$ cat config.mk
export PLATFORM = sky130hd
export DESIGN_NAME = sersta_reg
export DESIGN_NICKNAME = d
export VERILOG_FILES = /design/src/rtl/sersta_pkg.sv /design/src/rtl/sersta_clrflag.sv /design/src/rtl/sersta_ovrdet.sv /design/src/rtl/sersta_reg.sv
export SDC_FILE = /design/constraint.sdc
export NUM_CORES = 1
export LEC_CHECK = 0
export ABC_AREA = 1
export BUFFER_PORTS_ARGS = -buffer_cell sky130_fd_sc_hd__buf_2
export CORE_MARGIN = 1.5
export CORE_UTILIZATION = 39
export DETAILED_ROUTE_END_ITERATION = 8
export GPL_TIMING_DRIVEN = 0
export PLACE_DENSITY = 0.87
export SYNTH_ARGS = -nofsm -noshare
export SYNTH_HDL_FRONTEND = slang
export SYNTH_HIERARCHICAL = 1
export SYNTH_SLANG_ARGS = --single-unit
$ cat constraint.sdc
create_clock -name clk -period 0.9 [get_ports clk]
set_input_delay 0 -clock clk [delete_from_list [all_inputs] [get_ports clk]]
set_output_delay 0 -clock clk [all_outputs]
set_load 0.05 [all_outputs]
$ cat src/rtl/sersta_pkg.sv
// Package: bit positions and masks of the serial status word.
// Assumes a 16-bit word. Neighbouring logic decodes the flag positions,
// so they are fixed here.
package sersta_pkg;
    localparam int REG_W   = 16;
    localparam int B_OVR   = 9;
    localparam int B_TSF   = 8;
    localparam int B_RXERR = 7;
    localparam int B_TEND  = 6;
    localparam int B_TDFE  = 5;
    localparam int B_BRK   = 4;
    localparam int B_FER   = 3;
    localparam int B_PER   = 2;
    localparam int B_RDF   = 1;
    localparam int B_DR    = 0;

    // Flags held in flops and cleared by software
    localparam logic [REG_W-1:0] CLR_MASK = (1 << B_OVR) | (1 << B_TSF) | (1 << B_RXERR)
                                          | (1 << B_TDFE) | (1 << B_BRK) | (1 << B_RDF)
                                          | (1 << B_DR);
    // Bits that mirror live hardware levels
    localparam logic [REG_W-1:0] RO_MASK  = (1 << B_TEND) | (1 << B_FER) | (1 << B_PER);
    // Reset value of held flags
    localparam logic [REG_W-1:0] RST_MASK = (1 << B_TDFE);
endpackage

$ cat src/rtl/sersta_clrflag.sv
// One sticky status flag with a hidden "seen" bit.
// Hardware sets the flag. Software clears it by writing 0, but only after
// a read has returned the flag as 1 since it was last set.
// Assumes rd_hit and wr_zero come from single-cycle bus strobes.
module sersta_clrflag #(
    parameter logic RST_VAL = 1'b0
) (
    input  logic clk,
    input  logic rst_n,
    input  logic mrst,
    input  logic set_ev,
    input  logic rd_hit,
    input  logic wr_zero,
    output logic flag_q
);
    logic seen_q;

    // Flag and seen-bit update; a set event beats a clear in the same cycle
    always_ff @(posedge clk) begin
        if (!rst_n || mrst) begin
            flag_q <= RST_VAL;
            seen_q <= 1'b0;
        end else if (set_ev) begin
            flag_q <= 1'b1;
            seen_q <= 1'b0;
        end else if (wr_zero && seen_q) begin
            flag_q <= 1'b0;
            seen_q <= 1'b0;
        end else if (rd_hit && flag_q) begin
            seen_q <= 1'b1;
        end
    end
endmodule

$ cat src/rtl/sersta_ovrdet.sv
// Overrun detector for the receive path.
// Raises an overrun set request when a character completes against a full
// FIFO. It blocks the FIFO push while overrun is pending or active.
// Assumes rx_done is a one-cycle pulse per character.
module sersta_ovrdet (
    input  logic rx_done,
    input  logic rx_en,
    input  logic fifo_full,
    input  logic ovr_q,
    output logic ovr_set,
    output logic push
);
    logic char_ok;

    // Decide whether the completed character is stored or causes overrun
    always_comb begin
        char_ok = rx_done && rx_en && !ovr_q;
        ovr_set = char_ok && fifo_full;
        push    = char_ok && !fifo_full;
    end
endmodule

$ cat src/rtl/sersta_reg.sv
// Serial port status register.
// Puts together the sticky flags, the live level bits and the overrun
// stall. Reserved bits read as 0. Assumes reads and writes are
// single-cycle strobes.
module sersta_reg
    import sersta_pkg::*;
(
    input  logic             clk,
    input  logic             rst_n,
    input  logic             man_rst,
    input  logic             ev_tsf,
    input  logic             ev_rxerr,
    input  logic             ev_tdfe,
    input  logic             ev_brk,
    input  logic             ev_rdf,
    input  logic             ev_dr,
    input  logic             lv_tend,
    input  logic             lv_fer,
    input  logic             lv_per,
    input  logic             rx_en,
    input  logic             rx_char_done,
    input  logic             rx_fifo_full,
    input  logic             rd_en,
    input  logic             wr_en,
    input  logic [REG_W-1:0] wr_data,
    output logic [REG_W-1:0] stat_q,
    output logic             fifo_push,
    output logic             rx_inhibit
);
    logic [REG_W-1:0] set_vec;
    logic [REG_W-1:0] ro_vec;
    logic             ovr_set;

    // Gather the set events and live levels at their bit positions
    always_comb begin
        set_vec          = '0;
        set_vec[B_OVR]   = ovr_set;
        set_vec[B_TSF]   = ev_tsf;
        set_vec[B_RXERR] = ev_rxerr;
        set_vec[B_TDFE]  = ev_tdfe;
        set_vec[B_BRK]   = ev_brk;
        set_vec[B_RDF]   = ev_rdf;
        set_vec[B_DR]    = ev_dr;
        ro_vec           = '0;
        ro_vec[B_TEND]   = lv_tend;
        ro_vec[B_FER]    = lv_fer;
        ro_vec[B_PER]    = lv_per;
    end

    // Overrun detection and FIFO push gating
    sersta_ovrdet u_ovr (
        .rx_done   (rx_char_done),
        .rx_en     (rx_en),
        .fifo_full (rx_fifo_full),
        .ovr_q     (stat_q[B_OVR]),
        .ovr_set   (ovr_set),
        .push      (fifo_push)
    );

    // Build each bit as a sticky flag, a live level or a constant 0
    for (genvar i = 0; i < REG_W; i++) begin : g_bit
        if (CLR_MASK[i]) begin : g_clr
            sersta_clrflag #(.RST_VAL(RST_MASK[i])) u_flag (
                .clk     (clk),
                .rst_n   (rst_n),
                .mrst    (man_rst),
                .set_ev  (set_vec[i]),
                .rd_hit  (rd_en),
                .wr_zero (wr_en && !wr_data[i]),
                .flag_q  (stat_q[i])
            );
        end else if (RO_MASK[i]) begin : g_ro
            assign stat_q[i] = ro_vec[i];
        end else begin : g_rsv
            assign stat_q[i] = 1'b0;
        end
    end

    assign rx_inhibit = stat_q[B_OVR];
endmodule

Word-level counts from Yosys, hierarchy flattened
Index checks and enable logic that the tools add are counted.
Word-level totals
  bits of input ports: 33
  register bits after elaboration: 14
  output and inout bits: 18
Operators by class
  multiplexer cells: 12
  reductions and logical operators: 50
Operators by type and width (number)
  1-bit logical AND: 25
  3-bit OR reduction: 7
  1-bit two-way mux: 12
  2-bit nonzero test: 6
  1-bit logical NOT: 10
  2-bit OR reduction: 1
  1-bit logical OR: 1

Logic depth before layout (Yosys ltp)
Gate-level depths: netlist of the first run.
  depth in word-level cells: 5
  mapped depth: 6
  gate-level depth less buffers: 6

Hierarchy
The synthesis of the first run kept the hierarchy.
By module, submodules not included
  sersta_clrflag (g_bit[0].g_clr.u_flag ...): cells each 12, instances 6, area each 83.8 um^2
  sersta_reg: cells each 19, instances 1, area each 108.9 um^2
  sersta_clrflag (g_bit[5].g_clr.u_flag): cells each 11, instances 1, area each 80.1 um^2
  sersta_ovrdet: cells each 5, instances 1, area each 25.0 um^2

Worst setup path after synthesis of the first run
Ideal clock, no wire load.
  path kind: reg-to-output
  from: reg g_bit[9].g_clr.u_flag.flag_q
  to: out fifo_push
  path slack: -0.431 ns
  data arrival time: 1.331 ns
  stages on the path, launching flop included: 4
  data required time: 0.900 ns
  buffers on the path: 0
  path through: dfxtp_1 inv_1 nand3_2 nor2_1
Between the ends
  longest elaborated chain between the ends: 3
Ends and longest elaborated chain
  start, declared: RTL line sersta_clrflag.sv:14  | output logic flag_q
  start signal, assigned: RTL line sersta_clrflag.sv:21  | flag_q <= RST_VAL;
  start signal, assigned: RTL line sersta_clrflag.sv:24  | flag_q <= 1'b1;
  start signal, assigned: RTL line sersta_clrflag.sv:27  | flag_q <= 1'b0;
  1-bit logical NOT: RTL line sersta_ovrdet.sv:17  | char_ok = rx_done && rx_en && !ovr_q;
  1-bit logical AND: RTL line sersta_ovrdet.sv:17
  1-bit logical AND: RTL line sersta_ovrdet.sv:19  | push = char_ok && !fifo_full;
  end, declared: RTL line sersta_reg.sv:27  | output logic fifo_push,
Every way passes these cells.

Worst setup path in the final report of the first run
Ends and elaborated chain as after synthesis.

==> results.json, run 1 <==
{
  "p_leak_nw": 0.559,
  "fin_crit_sh_pct": 113,
  "hold_viol": 0,
  "die_w_um": 45.9,
  "min_path_cells": 5,
  "die_height_um": 45.9,
  "synth_seq_cells": 14,
  "drtIter0Drc": 9,
  "final_common_cell": "buf_2",
  "cp-start-kind": "register",
  "reg2reg_depth": 6,
  "cellPowerDensity_nw_per_um2": 1350,
  "drt-vias-per-instance": 4.29,
  "violations": "negative setup slack",
  "finalMaxSlewViolations": 0,
  "wire_per_inst_um": 8.96,
  "timing.fmax_mhz": 986,
  "num-fill-cells": 156,
  "post-dp-hpwl_um": 1220,
  "final_cells": 180,
  "drt_pre_antenna_iters": 4,
  "fp-row-count": 15,
  "peakVddDrop_mv": 1.22,
  "tritoncts": "built",
  "track_usage_pct": 16.9,
  "cts.sinks": 14,
  "dieArea_sq_um": 2100,
  "fin_worst_skew_ns": 0.00535,
  "setup_ws_ns": -0.115,
  "design.core.area_sq_um": 1730,
  "layout-drive-gt1-share_pct": 41.9,
  "r2r-end": "g_bit[9].g_clr.u_flag/seen_q",
  "port_buffers": 32,
  "clk_pin_slew_ns": 0.09,
  "grt.overflow.total": 0,
  "min_from": "wr_data[5]",
  "status": "finished with violations",
  "finalPower_w": 0.00147,
  "worstSetupEndpointType": "primary output",
  "place_area_sq_um": 946,
  "mostFrequentLayoutCells": "buf_2, inv_1, nor2_1",
  "grt_first_pass_wirelength_um": 2530,
  "rsz0062_at_grt": "true",
  "r2r-start": "g_bit[9].g_clr.u_flag/flag_q",
  "required_ns": 0.90,
  "r2r_slack_ns": 0.04,
  "cts-root-buf": "clkbuf_4",
  "io_pins": 51,
  "fin_nets": 189,
  "ys.warnings.count": 6,
  "stdcell_area_sq_um": 1090,
  "crit_fanout": 4,
  "antenna_left": 0,
  "synth_cell_types": 11,
  "drc_errors": 0,
  "placed_cells": 169,
  "worst-setup-path-type": "register to primary output",
  "max-cap-violations": 0,
  "grt_max_degree": 9,
  "postSynthCellCount": 107,
  "antenna_cells": 0,
  "clk_latency_ns": 0.28,
  "place_congestion": 0.651,
  "holdCritPathClass": "input pin to register",
  "wl_um": 1610,
  "area_growth_pct": 52.2,
  "grt_pass1_vias": 681,
  "ys_seq_area_share_pct": 39.1,
  "critPathArrivalTime_ns": 1.01,
  "grt_antenna_before_repair": 0,
  "fin_crit_ns": 1.01,
  "setup_viol": 3,
  "setup_tns_ns": -0.168,
  "initial_core_util_pct": 41.5,
  "cts_buffers": 3,
  "netlist_area_sq_um": 717,
  "vias": 772,
  "clk_path_buf_depth": 2,
  "syn_area_per_cell_sq_um": 6.70,
  "ctsHtreeMaxLevel": 1,
  "min_delay_worst_endpoint": "g_bit[5].g_clr.u_flag/flag_q"
}
==> registers in the layout (all words and copies together) (netlist names) <==
name / flops
g_bit.g_clr.u_flag/flag_q: 7
g_bit.g_clr.u_flag/seen_q: 7
==> through the flow <==
step,utilization (%),hold slack [ns],setup WS [ns]
after global placement,54.8,0.206,0.0637
final,63.2,0.0442,-0.115
after detailed placement,54.8,0.240,0.0235
after global routing,63.2,0.0777,-0.156
after CTS,62.1,0.0462,-0.124
after floorplan,-,0.0588,0.0137
==> report_power, final <==
group | total (W) | internal, W | switching, W
Clock | 0.000456 | 0.000246 | 0.000210
Combinational | 0.000368 | 0.000136 | 0.000232
Sequential | 0.000646 | 0.000634 | 0.0000114
==> worst max-delay path by stage <==
stage,from,end,slack (ns),depth (start not counted)
6_report,g_bit[9].g_clr.u_flag/flag_q,fifo_push,-0.11,4
5_1_grt,g_bit[9].g_clr.u_flag/flag_q,fifo_push,-0.16,4
4_1_cts,g_bit[9].g_clr.u_flag/flag_q,fifo_push,-0.12,4
3_5_place_dp,g_bit[9].g_clr.u_flag/flag_q,g_bit[9].g_clr.u_flag/seen_q,0.02,6
3_3_place_gp,g_bit[9].g_clr.u_flag/flag_q,g_bit[9].g_clr.u_flag/seen_q,0.06,6
2_1_floorplan,g_bit[9].g_clr.u_flag/flag_q,g_bit[9].g_clr.u_flag/seen_q,0.01,6
==> routing by layer <==
| layer | vias up | share of wire (%) | GRT usage, % |
|---|---|---|---|
| li1 | 403 | - | - |
| met2 | 33 | 51 | 31.1 |
| met5 | - | 0 | 0 |
| met4 | 0 | 2.1 | 8.57 |
| met3 | 4 | 7.3 | 3.97 |
| met1 | 332 | 39 | 17.3 |
==> critical path, stage by stage (launching register included) <==
cell	delay (ns)
dfxtp_4	0.37
inv_4	0.05
nand3_4	0.06
nor2_4	0.09
buf_8	0.15
==> synth_stat cells <==
cell	instances	share of area, %
nand2_1	14	7.3
dfxtp_1	14	39
nand3_1	8	5.6
nand3_2	1	1.4
buf_4	10	10
inv_2	1	0.52
conb_1	1	0.52
nor2_2	7	6.1
a21oi_1	13	9.1
nor2_1	16	8.4
inv_1	22	12
==> repair_timing <==
action                                  4_1_cts  5_1_grt
hold buffers                                  6        0
endpoints found under the hold margin        12        0
gates resized for setup                       6        7
endpoints found under the setup margin        3       11
buffers inserted                              1        0
==> final cells by class <==
| cell class | count | area [sq um] | share of cell area (%) |
|---|---|---|---|
| Buffer | 10 | 75.1 | 6.88 |
| Tap cell | 25 | 31.3 | 2.87 |
| Multi-Input combinational cell | 65 | 309 | 28.3 |
| Sequential cell | 14 | 292 | 26.7 |
| Clock buffer | 4 | 36.3 | 3.33 |
| Timing Repair Buffer | 39 | 259 | 23.7 |
| Inverter | 23 | 88.8 | 8.14 |
==> logic make-up after synthesis <==
kind of cell           share of synthesized area (%)
AOI/OAI and AO/OA                               9.07
DFF                                             39.1
other                                          0.523
buffers and inverters                           22.5
and+or+nand+nor                                 28.8
No activity file was read; power rests on OpenSTA's default activity.
==> run 2, diff against run 1 <==
- CORE_MARGIN: 1.5 -> not set
==> run 2 against run 1 <==
Compared with the run above:
- the flow still finishes with violations (negative setup slack)
- final cell count unchanged
- utilization fell by 0.22 points
- wire length grew 4.2%
- sequential cell count is the same
- combinational power about the same
- critical path type unchanged
==> results.json, run 2 (synthesis results as in run 1) <==
{
  "clk_pin_slew_ns": 0.08,
  "drt_pre_antenna_iters": 4,
  "post-dp-hpwl_um": 1160,
  "crit_family": "flip-flops",
  "status": "finished with violations",
  "critical_path.cell_chain": "inv_4, nand3_4, nor2_4, buf_6",
  "wl_um": 1680,
  "fin_nets": 189,
  "max-cap-violations": 0,
  "grt_max_degree": 9,
  "design.core.area_sq_um": 1730,
  "grt_antenna_before_repair": 0,
  "holdCritPathClass": "input pin to register",
  "antenna_left": 0,
  "fin_crit_ns": 1.02,
  "place_ws_ns": 0.0304,
  "final_common_cell": "buf_2",
  "clk_path_buf_depth": 2,
  "path_buf_inv": 2,
  "clk_latency_ns": 0.28,
  "io_pins": 51,
  "worst-setup-path-type": "register to primary output",
  "min_path_cells": 5,
  "final_cells": 180,
  "antenna_cells": 0,
  "area_growth_pct": 51.7,
  "required_ns": 0.90,
  "fin_worst_skew_ns": 0.00285,
  "place_congestion": 0.658,
  "hold-worst-slack_ns": 0.0377,
  "rsz0062_at_grt": "true",
  "slowest_stage": "dfxtp_4",
  "setup_ws_ns": -0.117,
  "die_height_um": 44.9,
  "peakVddDrop_mv": 1.11,
  "top_regs": "g_bit.g_clr.u_flag/flag_q x7, g_bit.g_clr.u_flag/seen_q x7",
  "grt_first_pass_wirelength_um": 2450,
  "drtIter0Drc": 7,
  "fp-row-count": 15,
  "wire_per_inst_um": 9.33,
  "p_leak_nw": 0.558,
  "worstSetupEndpointType": "primary output",
  "track_usage_pct": 16.8,
  "die_w_um": 44.9,
  "place_area_sq_um": 946,
  "initial_core_util_pct": 41.5,
  "crit_fanout": 4,
  "grt.overflow.total": 0,
  "grt_pass1_vias": 664,
  "critical_path_cell_count": 4,
  "layout-drive-gt1-share_pct": 41.9,
  "drc_errors": 0,
  "finalMaxSlewViolations": 0,
  "placed_cells": 169,
  "dieArea_sq_um": 2010,
  "hold_viol": 0,
  "cts-root-buf": "clkbuf_4",
  "mostFrequentLayoutCells": "buf_2, inv_1, nor2_1",
  "vias": 761,
  "fin_crit_sh_pct": 113,
  "port_buffers": 32,
  "setup_viol": 3,
  "cts_buffers": 3,
  "tritoncts": "built",
  "reg2reg_depth": 6,
  "cp-start-kind": "register",
  "cellPowerDensity_nw_per_um2": 1350,
  "cts.sinks": 14,
  "ctsHtreeMaxLevel": 1,
  "stdcell_area_sq_um": 1090,
  "critPathArrivalTime_ns": 1.02,
  "violations": "negative setup slack",
  "drt-vias-per-instance": 4.23,
  "max_stage_delay_ns": 0.37,
  "timing.fmax_mhz": 983
}
## run 2: cell counts in the layout (fill, tap and decap cells not counted)
Identical to the previous run, type by type.
## run 2: routing by layer
layer | vias up | share of wire [%] | GRT usage (%)
met2 | 32 | 53 | 30.9
met3 | 0 | 6.0 | 3.60
li1 | 404 | - | -
met5 | - | 0 | 0
met4 | 0 | 0 | 5.45
met1 | 325 | 41 | 19.3
## run 2: worst reg2reg max path: stages (launching register included)
cell	delay, ns
dfxtp_4	0.37
inv_4	0.06
nand3_4	0.07
nor2_1	0.09
inv_1	0.06
nand3_1	0.07
nor2_1	0.04
## run 2: path summary, 6_finish.rpt
path	start	endpoint	slack, ns
worst max register to register	g_bit[9].g_clr.u_flag/flag_q	g_bit[9].g_clr.u_flag/seen_q	0.05
worst max-delay path	g_bit[9].g_clr.u_flag/flag_q	fifo_push	-0.12
worst min-delay path	wr_data[5]	g_bit[5].g_clr.u_flag/flag_q	0.04
worst min register to register	g_bit[1].g_clr.u_flag/flag_q	g_bit[1].g_clr.u_flag/flag_q	0.47
## run 2: per-stage QoR
step	power, W	setup TNS, ns	utilization, %
5_1_grt	0.00153	-0.238	63.0
2_1_floorplan	0.000899	0	-
3_3_place_gp	0.000982	0	54.8
3_5_place_dp	0.000991	0	54.8
4_1_cts	0.00147	-0.147	62.0
6_report	0.00147	-0.141	63.0
## run 2: report_power, final
part | total [W] | switching [W] | leakage, nW | internal [W]
Clock | 0.000452 | 0.000206 | 0.0210 | 0.000246
Sequential | 0.000646 | 0.0000115 | 0.116 | 0.000634
Combinational | 0.000369 | 0.000235 | 0.421 | 0.000135
## run 2: cell type report
| type | instances | area [sq um] |
|---|---|---|
| fillers | 169 | 639 |
| multi-input cells | 65 | 309 |
| flip-flops and latches | 14 | 292 |
| repair buffers | 39 | 255 |
| inverters | 23 | 88.8 |
| plain buffers | 10 | 75.1 |
| clock buffers | 4 | 36.3 |
| well taps | 25 | 31.3 |
## run 2: repair_timing
action,4_1_cts,5_1_grt
resized for setup,5,7
buffers inserted,1,0
hold buffers,6,0
endpoints found under the setup margin,3,11
hold endpoints to repair,12,0
==> run 3, diff against run 2 <==
- clock period: 0.9 -> 0.95 ns (I/O delays scaled with it)
==> run 3 against run 2 <==
Compared with the run above:
- the flow still finishes with violations (negative setup slack)
- first-iteration DRC count increased by 43%
- combinational power decreased by 8.9%
- register-to-register slack improved by 0.05 ns
==> results.json, run 3 (synthesis results as in run 1) <==
{
  "status": "finished with violations",
  "violations": "negative setup slack",
  "fin_nets": 189,
  "num-fill-cells": 163,
  "crit_family": "flip-flops",
  "critPathArrivalTime_ns": 0.98,
  "crit_fanout": 4,
  "clk_latency_ns": 0.27,
  "setup_viol": 1,
  "track_usage_pct": 16.8,
  "wire_per_inst_um": 8.49,
  "path_buf_inv": 2,
  "timing.fmax_mhz": 1020,
  "critical_path.cell_chain": "inv_2, nand3_2, nor2_2, buf_6",
  "post-dp-hpwl_um": 1190,
  "wl_um": 1520,
  "cp-start-kind": "register",
  "port_buffers": 32,
  "antenna_cells": 0,
  "finalMaxSlewViolations": 0,
  "seq_area_sq_um": 282,
  "die_height_um": 44.9,
  "drc_errors": 0,
  "area_growth_pct": 44.2,
  "fin_crit_sh_pct": 104,
  "rsz0062_at_grt": "true",
  "design.core.area_sq_um": 1730,
  "p_leak_nw": 0.546,
  "worstSetupEndpointType": "primary output",
  "layout-drive-gt1-share_pct": 37.7,
  "clk_path_buf_depth": 2,
  "tritoncts": "built",
  "r2r_slack_ns": 0.10,
  "top_regs": "g_bit.g_clr.u_flag/flag_q x7, g_bit.g_clr.u_flag/seen_q x7",
  "drt_pre_antenna_iters": 4,
  "slowest_stage": "dfxtp_2",
  "hold_viol": 0,
  "holdCritPathClass": "input pin to register",
  "max-cap-violations": 0,
  "worst-setup-path-type": "register to primary output",
  "fin_crit_ns": 0.984,
  "grt_first_pass_wirelength_um": 2500,
  "setup_ws_ns": -0.0343,
  "final_common_cell": "buf_2",
  "place_ws_ns": 0.0952,
  "vias": 744,
  "final_util_pct": 59.9,
  "clk_pin_slew_ns": 0.08,
  "peakVddDrop_mv": 0.726,
  "fin_worst_skew_ns": 0.00239,
  "die_w_um": 44.9,
  "ctsHtreeMaxLevel": 1,
  "grt_max_degree": 8,
  "setup_tns_ns": -0.0343,
  "grt_pass1_vias": 648,
  "grt_antenna_before_repair": 0,
  "cts.sinks": 14,
  "cellPowerDensity_nw_per_um2": 1220,
  "antenna_left": 0,
  "fp-row-count": 15,
  "cts_buffers": 3,
  "grt.overflow.total": 0,
  "multi_input_area_sq_um": 297,
  "drt-vias-per-instance": 4.16,
  "cts-root-buf": "clkbuf_4",
  "place_congestion": 0.674,
  "drtIter0Drc": 10,
  "required_ns": 0.95,
  "mostFrequentLayoutCells": "buf_2, inv_1, nor2_1",
  "max_stage_delay_ns": 0.34,
  "io_pins": 51,
  "dieArea_sq_um": 2010,
  "initial_core_util_pct": 41.5
}
-- run 3: worst paths after layout --
| path | cells after the start | end | start |
|---|---|---|---|
| min | 5 | g_bit[5].g_clr.u_flag/flag_q | wr_data[5] |
| max | 4 | fifo_push | g_bit[9].g_clr.u_flag/flag_q |
| min reg2reg | 2 | g_bit[1].g_clr.u_flag/flag_q | g_bit[1].g_clr.u_flag/flag_q |
| max reg2reg | 6 | g_bit[9].g_clr.u_flag/seen_q | g_bit[9].g_clr.u_flag/flag_q |
-- run 3: layout make-up --
type / count / share of cell area [%]
flip-flops and latches: 14 / 27.2
well taps: 25 / 3.03
inverters: 23 / 8.35
plain buffers: 10 / 7.26
clock buffers: 3 / 2.18
repair buffers: 39 / 23.2
multi-input cells: 65 / 28.7
-- run 3: power breakdown --
group	total, W	switching, W	internal (W)
Sequential	0.000611	0.00000976	0.000601
Clock	0.000315	0.000168	0.000146
Combinational	0.000336	0.000215	0.000121
Total	0.00126	0.000393	0.000868
-- run 3: stage by stage --
step	power [W]	hold WS [ns]	std cells	area, sq um
after floorplan	0.000850	0.0961	112	739
after global placement	0.000929	0.204	169	931
after detailed placement	0.000935	0.234	169	931
after CTS	0.00128	0.0600	179	1030
after global routing	0.00132	0.0984	179	1030
final	0.00126	0.0619	179	1030
-- run 3: metal layers --
metal,GRT usage (%),share of wire (%)
met5,0,0
met1,21.1,43
met3,2.40,6.6
met4,5.45,0
met2,29.4,51
-- run 3: worst min-delay path: cells and delay by family --
| family | cells | cell delay [ns] |
|---|---|---|
| buf+inv | 1 | 0.08 |
| simple gates | 4 | 0.22 |
-- run 3: repair_timing --
item | in CTS | in global routing
hold endpoints to repair | 11 | 0
pin swaps | 0 | 0
hold buffers | 6 | 0
setup endpoints to repair | 2 | 2
resized for setup | 4 | 1
buffers inserted | 1 | 0
